[src/rtl/ptw_pkg.sv]
package ptw_pkg;
  localparam int VA_W   = 32;
  localparam int PA_W   = 32;
  localparam int OIDX_W = 12;
  localparam int IIDX_W = 10;
  localparam int OFF_W  = 10;
  localparam int ENT_LG = 2;

  typedef enum logic [2:0] {
    FLT_NONE  = 3'd0,
    FLT_BOUND = 3'd1,
    FLT_OUTER = 3'd2,
    FLT_INNER = 3'd3,
    FLT_PERM  = 3'd4
  } fault_e;

  typedef enum logic [1:0] {ACC_RD = 2'd0, ACC_WR = 2'd1, ACC_EX = 2'd2, ACC_RSV = 2'd3} acc_e;
  typedef enum logic [1:0] {PRM_RO = 2'd0, PRM_RW = 2'd1, PRM_XO = 2'd2, PRM_NONE = 2'd3} perm_e;
endpackage

[src/rtl/ptw_addr_gen.sv]
module ptw_addr_gen #(
  parameter int VA_W   = ptw_pkg::VA_W,
  parameter int PA_W   = ptw_pkg::PA_W,
  parameter int OIDX_W = ptw_pkg::OIDX_W,
  parameter int IIDX_W = ptw_pkg::IIDX_W,
  parameter int OFF_W  = ptw_pkg::OFF_W,
  parameter int ENT_LG = ptw_pkg::ENT_LG,
  localparam int IN_AL = IIDX_W + ENT_LG
) (
  input  logic [VA_W-1:0]       va,
  input  logic [PA_W-1:0]       tbl_base,
  input  logic [PA_W-IN_AL-1:0] inner_base,
  output logic [OIDX_W-1:0]     oidx,
  output logic [PA_W-1:0]       outer_addr,
  output logic [PA_W-1:0]       inner_addr
);
  logic [IIDX_W-1:0] iidx;

  assign oidx = va[VA_W-1 -: OIDX_W];
  assign iidx = va[OFF_W +: IIDX_W];

  assign outer_addr = tbl_base + (PA_W'(oidx) << ENT_LG);
  assign inner_addr = {inner_base, {IN_AL{1'b0}}} + (PA_W'(iidx) << ENT_LG);
endmodule

[src/rtl/ptw_perm_chk.sv]
module ptw_perm_chk
  import ptw_pkg::*;
(
  input  logic [1:0] perm,
  input  logic [1:0] acc,
  output logic       allow
);
  always_comb begin
    unique case (acc_e'(acc))
      ACC_RD:  allow = (perm_e'(perm) == PRM_RO) || (perm_e'(perm) == PRM_RW);
      ACC_WR:  allow = (perm_e'(perm) == PRM_RW);
      ACC_EX:  allow = (perm_e'(perm) == PRM_XO);
      default: allow = 1'b0;
    endcase
  end
endmodule

[src/rtl/pt2_walker.sv]
module pt2_walker
  import ptw_pkg::*;
#(
  parameter int VA_W   = ptw_pkg::VA_W,
  parameter int PA_W   = ptw_pkg::PA_W,
  parameter int OIDX_W = ptw_pkg::OIDX_W,
  parameter int IIDX_W = ptw_pkg::IIDX_W,
  parameter int OFF_W  = ptw_pkg::OFF_W,
  parameter int ENT_LG = ptw_pkg::ENT_LG,
  localparam int IN_AL = IIDX_W + ENT_LG,
  localparam int FRM_W = PA_W - OFF_W
) (
  input  logic              clk,
  input  logic              rst_n,
  input  logic [PA_W-1:0]   cfg_base,
  input  logic [OIDX_W:0]   cfg_len,
  input  logic              req_valid,
  output logic              req_ready,
  input  logic [VA_W-1:0]   req_vaddr,
  input  logic [1:0]        req_acc,
  output logic              mem_rd_valid,
  input  logic              mem_rd_ready,
  output logic [PA_W-1:0]   mem_rd_addr,
  input  logic              mem_rsp_valid,
  input  logic [PA_W-1:0]   mem_rsp_data,
  output logic              rsp_valid,
  input  logic              rsp_ready,
  output logic [PA_W-1:0]   rsp_paddr,
  output logic [2:0]        rsp_fault
);
  typedef enum logic [1:0] {ST_IDLE, ST_OUTER, ST_INNER, ST_DONE} st_e;

  st_e                  st_q;
  logic [VA_W-1:0]      va_q;
  logic [1:0]           acc_q;
  logic [PA_W-1:0]      base_q;
  logic [PA_W-IN_AL-1:0] ibase_q;
  logic                 sent_q;
  logic [PA_W-1:0]      paddr_q;
  fault_e               fault_q;

  logic [OIDX_W-1:0]    oidx_new, oidx_held;
  logic [PA_W-1:0]      outer_addr, inner_addr, unused_addr;
  logic                 allow;
  logic                 rsp_take;
  logic                 unused_rsvd;

  // index of the incoming request, for the bounds test at acceptance
  ptw_addr_gen #(.VA_W(VA_W), .PA_W(PA_W), .OIDX_W(OIDX_W), .IIDX_W(IIDX_W),
                 .OFF_W(OFF_W), .ENT_LG(ENT_LG)) u_gen_new (
    .va(req_vaddr), .tbl_base(cfg_base), .inner_base(ibase_q),
    .oidx(oidx_new), .outer_addr(unused_addr), .inner_addr()
  );

  // entry addresses of the request in flight
  ptw_addr_gen #(.VA_W(VA_W), .PA_W(PA_W), .OIDX_W(OIDX_W), .IIDX_W(IIDX_W),
                 .OFF_W(OFF_W), .ENT_LG(ENT_LG)) u_gen_cur (
    .va(va_q), .tbl_base(base_q), .inner_base(ibase_q),
    .oidx(oidx_held), .outer_addr(outer_addr), .inner_addr(inner_addr)
  );

  ptw_perm_chk u_perm (
    .perm(mem_rsp_data[2:1]), .acc(acc_q), .allow(allow)
  );

  assign unused_rsvd = ^{mem_rsp_data[OFF_W-1:3], unused_addr, oidx_held};

  assign req_ready    = (st_q == ST_IDLE);
  assign mem_rd_valid = ((st_q == ST_OUTER) || (st_q == ST_INNER)) && !sent_q;
  assign mem_rd_addr  = (st_q == ST_INNER) ? inner_addr : outer_addr;
  assign rsp_take     = sent_q && mem_rsp_valid;
  assign rsp_valid    = (st_q == ST_DONE);
  assign rsp_paddr    = paddr_q;
  assign rsp_fault    = fault_q;

  always_ff @(posedge clk) begin
    if (!rst_n) begin
      st_q    <= ST_IDLE;
      va_q    <= '0;
      acc_q   <= '0;
      base_q  <= '0;
      ibase_q <= '0;
      sent_q  <= 1'b0;
      paddr_q <= '0;
      fault_q <= FLT_NONE;
    end else begin
      if (mem_rd_valid && mem_rd_ready) sent_q <= 1'b1;
      unique case (st_q)
        ST_IDLE: if (req_valid) begin
          va_q    <= req_vaddr;
          acc_q   <= req_acc;
          base_q  <= cfg_base;
          sent_q  <= 1'b0;
          paddr_q <= '0;
          if ({1'b0, oidx_new} >= cfg_len) begin
            fault_q <= FLT_BOUND;
            st_q    <= ST_DONE;
          end else begin
            st_q <= ST_OUTER;
          end
        end
        ST_OUTER: if (rsp_take) begin
          sent_q <= 1'b0;
          if (!mem_rsp_data[0]) begin
            fault_q <= FLT_OUTER;
            st_q    <= ST_DONE;
          end else begin
            ibase_q <= mem_rsp_data[PA_W-1:IN_AL];
            st_q    <= ST_INNER;
          end
        end
        ST_INNER: if (rsp_take) begin
          sent_q <= 1'b0;
          st_q   <= ST_DONE;
          if (!mem_rsp_data[0])  fault_q <= FLT_INNER;
          else if (!allow)       fault_q <= FLT_PERM;
          else begin
            fault_q <= FLT_NONE;
            paddr_q <= {mem_rsp_data[PA_W-1 -: FRM_W], va_q[OFF_W-1:0]};
          end
        end
        ST_DONE: if (rsp_ready) st_q <= ST_IDLE;
        default: st_q <= ST_IDLE;
      endcase
    end
  end
endmodule

[config.mk]
export PLATFORM = sky130hd
export DESIGN_NAME = pt2_walker
export DESIGN_NICKNAME = d
export VERILOG_FILES = /design/src/rtl/ptw_pkg.sv /design/src/rtl/ptw_addr_gen.sv /design/src/rtl/ptw_perm_chk.sv /design/src/rtl/pt2_walker.sv
export SDC_FILE = /design/constraint.sdc
export NUM_CORES = 1
export LEC_CHECK = 0
export BUFFER_PORTS_ARGS = -buffer_cell sky130_fd_sc_hd__buf_2
export CORE_UTILIZATION = 50
export DETAILED_ROUTE_END_ITERATION = 12
export PLACE_DENSITY = 0.74
export SLEW_MARGIN = 15
export SYNTH_ARGS = -nofsm -noshare
export SYNTH_HDL_FRONTEND = slang
export SYNTH_SLANG_ARGS = --single-unit
[constraint.sdc]
create_clock -name clk -period 3.44 [get_ports clk]
set_clock_uncertainty 0.05 [all_clocks]
set_input_delay 0.688 -clock clk [delete_from_list [all_inputs] [get_ports clk]]
set_output_delay 0.688 -clock clk [all_outputs]
set_load 0.01 [all_outputs]
# Word-level counts from Yosys, hierarchy flattened
# Cells that the tools add are included.
dict set report totals {
  inputBits 117
  ff_bits 124
  elab_cells 69
  output_inout_bits 70
}
dict set report classes {
  order_cmp 1
  n_reduce_logical 17
  add_sub_neg 2
  n_mux 26
  eq_ne 15
}
# operator n
set ops {}
lappend ops {{2-to-1 mux 32 bit} 5}
lappend ops {{one-hot mux 32 bit (2 select lines)} 1}
lappend ops {{adder 32 x 12 -> 32 bit} 1}
lappend ops {{adder 32 x 14 -> 32 bit} 1}
lappend ops {{2-to-1 mux 3 bit} 7}
lappend ops {{>= comparator 12 x 13 -> 1 bit} 1}
lappend ops {{inequality test 2 bit (second input constant)} 6}
lappend ops {{2-to-1 mux 2 bit} 5}
lappend ops {{one-hot mux 3 bit (3 select lines)} 1}
lappend ops {{== test 2 bit (second input constant)} 4}
lappend ops {{one-hot mux 2 bit (4 select lines)} 1}
lappend ops {{== test 2 x 1 -> 1 bit (second input constant)} 3}
lappend ops {{logical NOT 2 bit} 3}
lappend ops {{AND reduction 6 bit} 1}
lappend ops {{AND reduction 5 bit} 1}
lappend ops {{2-to-1 mux 1 bit} 4}
lappend ops {{inequality test 2 x 1 -> 1 bit (second input constant)} 2}
lappend ops {{AND reduction 4 bit} 1}
lappend ops {{logical AND 1 bit} 3}
lappend ops {{one-hot mux 1 bit (3 select lines)} 1}
lappend ops {{AND reduction 3 bit} 1}
lappend ops {{nonzero test 3 bit} 1}
lappend ops {{logical OR 1 bit} 2}
lappend ops {{one-hot mux 1 bit (2 select lines)} 1}
lappend ops {{other kinds (4)} 4}

# Logic depth before layout (Yosys ltp)
# Gate-level depths: netlist of the first run.
dict set report depth {
  ltp_word 7
  ltp_mapped 8
}

# Modules after synthesis
# Synthesis of the first run repeated with hierarchy kept, for this count alone.
dict set report unflattened {
  cells_unflattened 1015
  area_unflattened_um2 8250.4
}
# mod area_each_um2 n_inst cells_each
set by_module_without_submodules {}
lappend by_module_without_submodules {pt2_walker 5622.9 1 646}
lappend by_module_without_submodules {ptw_addr_gen 1295.0 2 183}
lappend by_module_without_submodules {ptw_perm_chk 37.5 1 3}

# Worst setup path after synthesis of the first run
# OpenSTA, ideal clock, no wires.
dict set report synth_timing {
  kind {register to output}
  from {register base_q[2]}
  to {output port mem_rd_addr[14]}
  required_time_ns 2.702
  path_stages_with_launch 8
  arrival_time_ns 2.055
  path_slack_ns 0.647
  path_cell_list {dfxtp_1 ha_1 fa_1 a211oi_1 o21bai_1 nand4_1 a21boi_0 o31ai_1}
}
dict set report synth_between {
  elab_chain_len 2
}
# item line
set synth_rtl {}
lappend synth_rtl {{start, declared} pt2_walker.sv:36} ;# logic [PA_W-1:0] base_q;
lappend synth_rtl {{start signal, assigned} pt2_walker.sv:92} ;# base_q <= cfg_base;
lappend synth_rtl {{adder 32 x 14 -> 32 bit} ptw_addr_gen.sv:22} ;# assign outer_addr = tbl_base + (PA_W'(oidx) << ENT_LG);
lappend synth_rtl {{2-to-1 mux 32 bit} pt2_walker.sv:70} ;# assign mem_rd_addr = (st_q == ST_INNER) ? inner_addr : outer_addr;
lappend synth_rtl {{end, declared} pt2_walker.sv:23} ;# output logic [PA_W-1:0] mem_rd_addr,
# Every way passes these cells.

# Final worst setup path of the first run
dict set report layout_timing {
  from {register base_q[3]}
  to {output port mem_rd_addr[23]}
}
# Same word-level chain as after synthesis.

==> run_results.csv, run 1 <==
group,metric,value,unit
status,outcome,"complete, no violations",
synthesis,synthArstFlopShare,0,%
place,post-place-ws,0.198,ns
synthesis,synth-seq-cells,124,
final_layout,final_nets,1167,
timing,setup_viol,0,
routing,vias,6640,
die,die_w,116,µm
die,die_area,13400,µm²
clock_tree,cts_htree_levels,4,
global_routing,antenna_found_initial,5,
die,core,12600,µm²
timing,finalHoldViolCount,0,
setup_path,cp-end-kind,"output pin",
setup_path,crit_path_max_fanout,7,
final_layout,final_util,64.2,%
timing,fmax,293,MHz
pwr,peakVddDrop,0.000488,V
pwr,leakage,3.44,nW
die,initial_core_util,51.2,%
setup_path,reg2reg_slack,0.90,ns
final_layout,drive_gt1_share,24.7,%
global_routing,grt_pass1_vias,5811,
setup_path,reg2regPathDepth,8,
setup_path,cpPeakStageDelay,0.37,ns
routing,firstDrtPassIters,5,
routing,post_drt_wl_per_cell,15.0,µm
synthesis,postSynthAreaPerCell,7.44,µm²
global_routing,grt_first_pass_wirelength,28100,µm
global_routing,grt_max_degree,65,
setup_path,crit_family,"compound AO/OA/AOI/OAI gates",
setup_path,startpoint_type,"flip-flop",
clock_tree,tritoncts,"yes",
worst_hold_path,hp-class,"reg -> reg",
timing,period_needed,3.42,ns
worst_hold_path,min_path_cells,2,
timing,setup_slack,0.0237,ns
place,routabilityCongestion,0.886,
routing,routed_via_density,5.50,
routing,drc,0,
global_routing,overflow,0,
clock_tree,clk_latency,0.42,ns
setup_path,arrival,2.68,ns
place,dp_hpwl,12700,µm
routing,wirelength,18100,µm
clock_tree,clk_pin_slew,0.06,ns
setup_path,crit_chain,"ha_1 -> a211oi_1 -> o21ai_2 -> o211ai_4 -> nand2_1 -> o311ai_1 -> buf_2",
timing,max_slew_margin,40.9,%
timing,worstMarginPinSlew,0.885,ns
synthesis,syn_area,6460,µm²
timing,report.final.slew_viol_count,0,
pwr,powerDensity,649,nW/µm²
synthesis,synth_nets,1015,
routing,drt_iter0_drc,569,
synthesis,ys_seq_area_share,38.4,%
synthesis,synth_cell_types,63,
die,die_y,116,µm
flow_run,maxCapViolations,0,
setup_path,rr_endpoint,"rsp_fault[2]$_SDFFE_PN0P_",
final_layout,syn_to_final_growth,25.4,%
die,rows,41,
clock_tree,cts_root_buffer,"clkbuf_16",
synthesis,synth_edf_count,0,
routing,antenna_left,0,
setup_path,cp.required,2.70,ns
place,port_buffers,179,
timing,fin_crit_sh,99.3,%
clock_tree,cts_buffer_depth,2,
setup_path,critPathKind,"reg -> out",
die,pin_count,187,
worst_hold_path,hold_path_end,"rsp_paddr[28]$_SDFFE_PN0P_",
worst_hold_path,min_from,"rsp_paddr[28]$_SDFFE_PN0P_",
clock_tree,cts.sinks,124,
synthesis,syn_inst,869,
setup_path,r2r_start,"st_q[0]$_SDFFE_PN0P_",
global_routing,grt_usage,27.0,%
synthesis,yosys_warnings,0,
clock_tree,cts-buffers-inserted,17,
synthesis,synth_ff_type,"dfxtp_1",
place,placed_cell_area,7440,µm²
setup_path,crit_buf_inv,1,
final_layout,stdcell_area,8100,µm²
setup_path,critPathSlowestCell,"a211oi_1",
[per-layer routing]
metal | wire [µm] | global-route usage [%] | up-vias
met1 | 8020 | 35.2 | 3046
li1 | - | - | 3329
met4 | 301 | 9.15 | 6
met2 | 8340 | 42.9 | 228
met5 | 33 | 0 | -
met3 | 1360 | 7.95 | 31
[cell usage after synthesis (7+ instances only)]
master | instances | area, µm²
nand2_1 | 234 | 878
a21oi_1 | 147 | 736
dfxtp_1 | 124 | 2480
nand3_1 | 61 | 305
clkbuf_1 | 36 | 135
o21ai_0 | 29 | 145
ha_1 | 28 | 350
inv_1 | 26 | 97.6
nor2b_1 | 18 | 113
nor2_1 | 14 | 52.6
buf_2 | 13 | 65.1
nor3_1 | 12 | 60.1
nand4_1 | 7 | 43.8
o211ai_1 | 7 | 52.6
[worst min-delay path: stages (launching register included)]
cell	delay, ns
dfxtp_1	0.30
nand2_1	0.05
a21oi_1	0.05
[through the flow]
step	setup TNS (ns)	hold WS (ns)	std cells	total power, mW
2_1_floorplan	0	0.382	869	2.99
3_3_place_gp	0	0.387	1171	3.55
3_5_place_dp	0	0.391	1171	3.57
4_1_cts	0	0.398	1204	5.25
5_1_grt	-0.237	0.411	1206	5.55
6_report	0	0.396	1207	5.26
[cell families after synthesis]
kind of cell / share of synthesized area, %
compound gates: 21.7
xor+xnor: 1.08
mux: 0.813
flops: 38.4
fa+ha+maj: 5.73
buf+inv: 5.50
simple gates: 26.7
[cell usage in the layout (no fill, tap or decap), types with 14 or more instances in the layout]
cell type  Yosys  layout
a21oi_1      147     146
nand3_1       61      59
nor2b_1       18      17
ha_1          28      26
clkbuf_16      0      17
nor2_1        14      14
dfxtp_1      124     124
o21ai_0       29      29
nand2_1      234     233
buf_2         13     179
inv_1         26      25
[area by class of cell]
class                      count  area, µm²
multi-input combinational    660       3730
fill                        1230       4520
sequential                   124       2480
timing repair buffer         192       1020
antenna                        1       2.50
inverter                      26       98.8
clock inverter                11       93.8
clock buffer                  21        460
tap                          172        215
[worst max path at each step]
stage,from,end,slack [ns],depth (start not counted)
detailed placement,base_q[2]$_SDFFE_PN0P_,mem_rd_addr[14],0.20,8
CTS,base_q[10]$_SDFFE_PN0P_,mem_rd_addr[27],0.04,7
finish,base_q[3]$_SDFFE_PN0P_,mem_rd_addr[23],0.02,7
global placement,base_q[2]$_SDFFE_PN0P_,mem_rd_addr[14],0.25,8
floorplan,base_q[2]$_SDFFE_PN0P_,mem_rd_addr[14],0.65,7
global route,base_q[3]$_SDFFE_PN0P_,mem_rd_addr[23],-0.09,7
[where the power goes]
group,switching (mW),internal [mW],leakage (nW)
sequential,0.156,1.64,1.01
combinational,1.14,0.652,2.17
clock,0.647,1.02,0.265
total,1.95,3.31,3.44
[sequential cells by signal, indices dropped and copies added (netlist names)]
register	count
base_q	32
rsp_paddr	32
va_q	32
ibase_q	20
rsp_fault	3
acc_q	2
st_q	2
sent_q	1
[timing repair]
| item | 4_1_cts | 5_1_grt |
|---|---|---|
| resized for setup | 3 | 17 |
| hold buffers | 0 | 0 |
| pin swaps | 3 | 5 |
| setup buffers | 1 | 2 |
| endpoints found under the setup margin | 10 | 13 |
No activity file was read; power rests on OpenSTA's default activity.
==> run 2, diff against run 1 <==
Settings changed: RECOVER_POWER from default to 25.
==> run 2 against run 1 <==
Effect of this change: the flow now finishes with violations (capacitance limit, slew limit); critical path depth unchanged; worst hold slack better by 0.0028 ns; largest power group is now sequential cells; final cell count unchanged; critical path type unchanged; count of clock-buffer cells in the layout unchanged; via count about the same; register-to-register slack worse by 0.44 ns; wire length down 0.14%; design area down 0.57%; combinational power about the same; flip-flop and latch count unchanged.
==> run_results.csv, run 2 (synthesis results as in run 1) <==
group,metric,value,unit
routing,routed_via_density,5.50,
routing,firstDrtPassIters,5,
global_routing,grt_usage,27.0,%
die,pin_count,187,
clock_tree,clk_pin_slew,0.06,ns
routing,met2_length,8330,µm
global_routing,grt_pass1_vias,5811,
status,outcome,"complete, but fails checks",
place,routabilityCongestion,0.886,
setup_path,reg2reg_slack,0.46,ns
routing,vias,6636,
routing,drt-met1-wl,8050,µm
clock_tree,cts_root_buffer,"clkbuf_16",
routing,drt_iter0_drc,526,
setup_path,crit_chain,"ha_1 -> a211oi_1 -> o21ai_2 -> o211ai_4 -> nand2_1 -> o311ai_1 -> buf_2",
routing,top_layer_used,"met5",
pwr,powerDensity,651,nW/µm²
final_layout,seqCellArea,2480,µm²
routing,post_drt_wl_per_cell,14.9,µm
setup_path,cp-end-kind,"output pin",
place,post-place-cells,1171,
setup_path,crit_family,"compound AO/OA/AOI/OAI gates",
routing,wirelength,18000,µm
setup_path,crit_path_max_fanout,7,
final_layout,fin_cells,1207,
final_layout,multi_input_area,3730,µm²
timing,finalHoldViolCount,0,
timing,report.final.slew_viol_count,32,
timing,fin_crit_sh,99.6,%
setup_path,startpoint_type,"flip-flop",
clock_tree,clk_latency,0.42,ns
routing,antenna_left,0,
setup_path,critPathSlowestCell,"a211oi_1",
flow_run,maxCapViolations,1,
clock_tree,cts_buffer_depth,2,
setup_path,cp.required,2.70,ns
setup_path,cpPeakStageDelay,0.36,ns
timing,setup_viol,0,
final_layout,drive_gt1_share,21.1,%
die,core,12600,µm²
timing,setup_tns,0,ns
timing,period_needed,3.43,ns
status,violations,"capacitance limit, slew limit",
global_routing,overflow,0,
global_routing,antenna_found_initial,5,
timing,max_slew_margin,-4.52,%
place,port_buffers,179,
setup_path,crit_buf_inv,1,
setup_path,critPathKind,"reg -> out",
final_layout,syn_to_final_growth,24.7,%
final_layout,final_cell_mix,"nand2_1 (233), a21oi_1 (146), buf_2 (143)",
die,die_w,116,µm
die,rows,41,
die,initial_core_util,51.2,%
pwr,peakVddDrop,0.000480,V
pwr,leakage,3.28,nW
global_routing,grt_max_degree,65,
clock_tree,cts-buffers-inserted,17,
clock_tree,cts.sinks,124,
global_routing,grt_first_pass_wirelength,28100,µm
setup_path,arrival,2.69,ns
final_layout,final_util,63.8,%
place,dp_hpwl,12700,µm
final_layout,final_nets,1167,
clock_tree,cts_htree_levels,4,
die,die_y,116,µm
worst_hold_path,hp-class,"reg -> reg",
routing,met3_length,1310,µm
die,die_area,13400,µm²
final_layout,final_common_cell,"nand2_1",
routing,drc,0,
timing,worstMarginPinSlew,1.57,ns
timing,hold_slack,0.399,ns
clock_tree,tritoncts,"yes",
final_layout,fillers,1250,
timing,fmax,292,MHz
[run 2: cell types whose count changed in the layout (fill, tap and decap cells not counted)]
cell | previous run | this run
buf_2 | 179 | 143
and2_0 | 0 | 1
and2_2 | 1 | 0
clkbuf_1 | 2 | 38
[run 2: power breakdown]
part           leakage (nW)  internal [mW]  total [mW]  switching [mW]
Sequential             1.01           1.64        1.79           0.157
Clock                 0.265           1.02        1.67           0.644
Combinational          2.01          0.642        1.78            1.14
[run 2: path summary, 6_finish.rpt]
| kind | to | cells past startpoint | from |
|---|---|---|---|
| max reg2reg | base_q[10]$_SDFFE_PN0P_ | 6 | st_q[0]$_SDFFE_PN0P_ |
| min reg2reg | rsp_paddr[28]$_SDFFE_PN0P_ | 2 | rsp_paddr[28]$_SDFFE_PN0P_ |
| max | mem_rd_addr[23] | 7 | base_q[3]$_SDFFE_PN0P_ |
| min | rsp_paddr[28]$_SDFFE_PN0P_ | 2 | rsp_paddr[28]$_SDFFE_PN0P_ |
[run 2: final cells by class]
class	count	area share (%)
diodes	1	0.0311
clock buffers	21	5.72
multi-input cells	660	46.3
flip-flops and latches	124	30.8
repair buffers	192	12.1
clock inverters	11	1.16
well taps	172	2.67
inverters	26	1.23
[run 2: metal layers]
| layer | GRT usage [%] | up-vias |
|---|---|---|
| li1 | - | 3334 |
| met4 | 9.15 | 6 |
| met5 | 0 | - |
| met1 | 35.2 | 3055 |
| met3 | 7.95 | 31 |
| met2 | 42.9 | 210 |
[run 2: worst reg2reg max path: cells and delay by family, from the launching register on]
kind	cells	cell delay [ns]
simple gates	2	1.34
buf+inv	2	0.59
fa+ha+maj	1	0.43
flops	1	0.34
compound gates	1	0.13
[run 2: metrics by stage]
step	total power, mW	worst slack (ns)	instance area, µm²
final	5.24	0.0146	8060
after global routing	5.54	-0.0885	8050
after CTS	5.25	0.0369	8010
after detailed placement	3.57	0.198	7440
after global placement	3.55	0.248	7440
after floorplan	2.99	0.647	6460
[run 2: what timing repair did]
action | 4_1_cts | 5_1_grt
hold buffers | 0 | 0
setup endpoints to repair | 10 | 13
pin swaps | 3 | 5
gates resized for setup | 3 | 17
gates cloned | 0 | 0
buffers inserted | 1 | 2
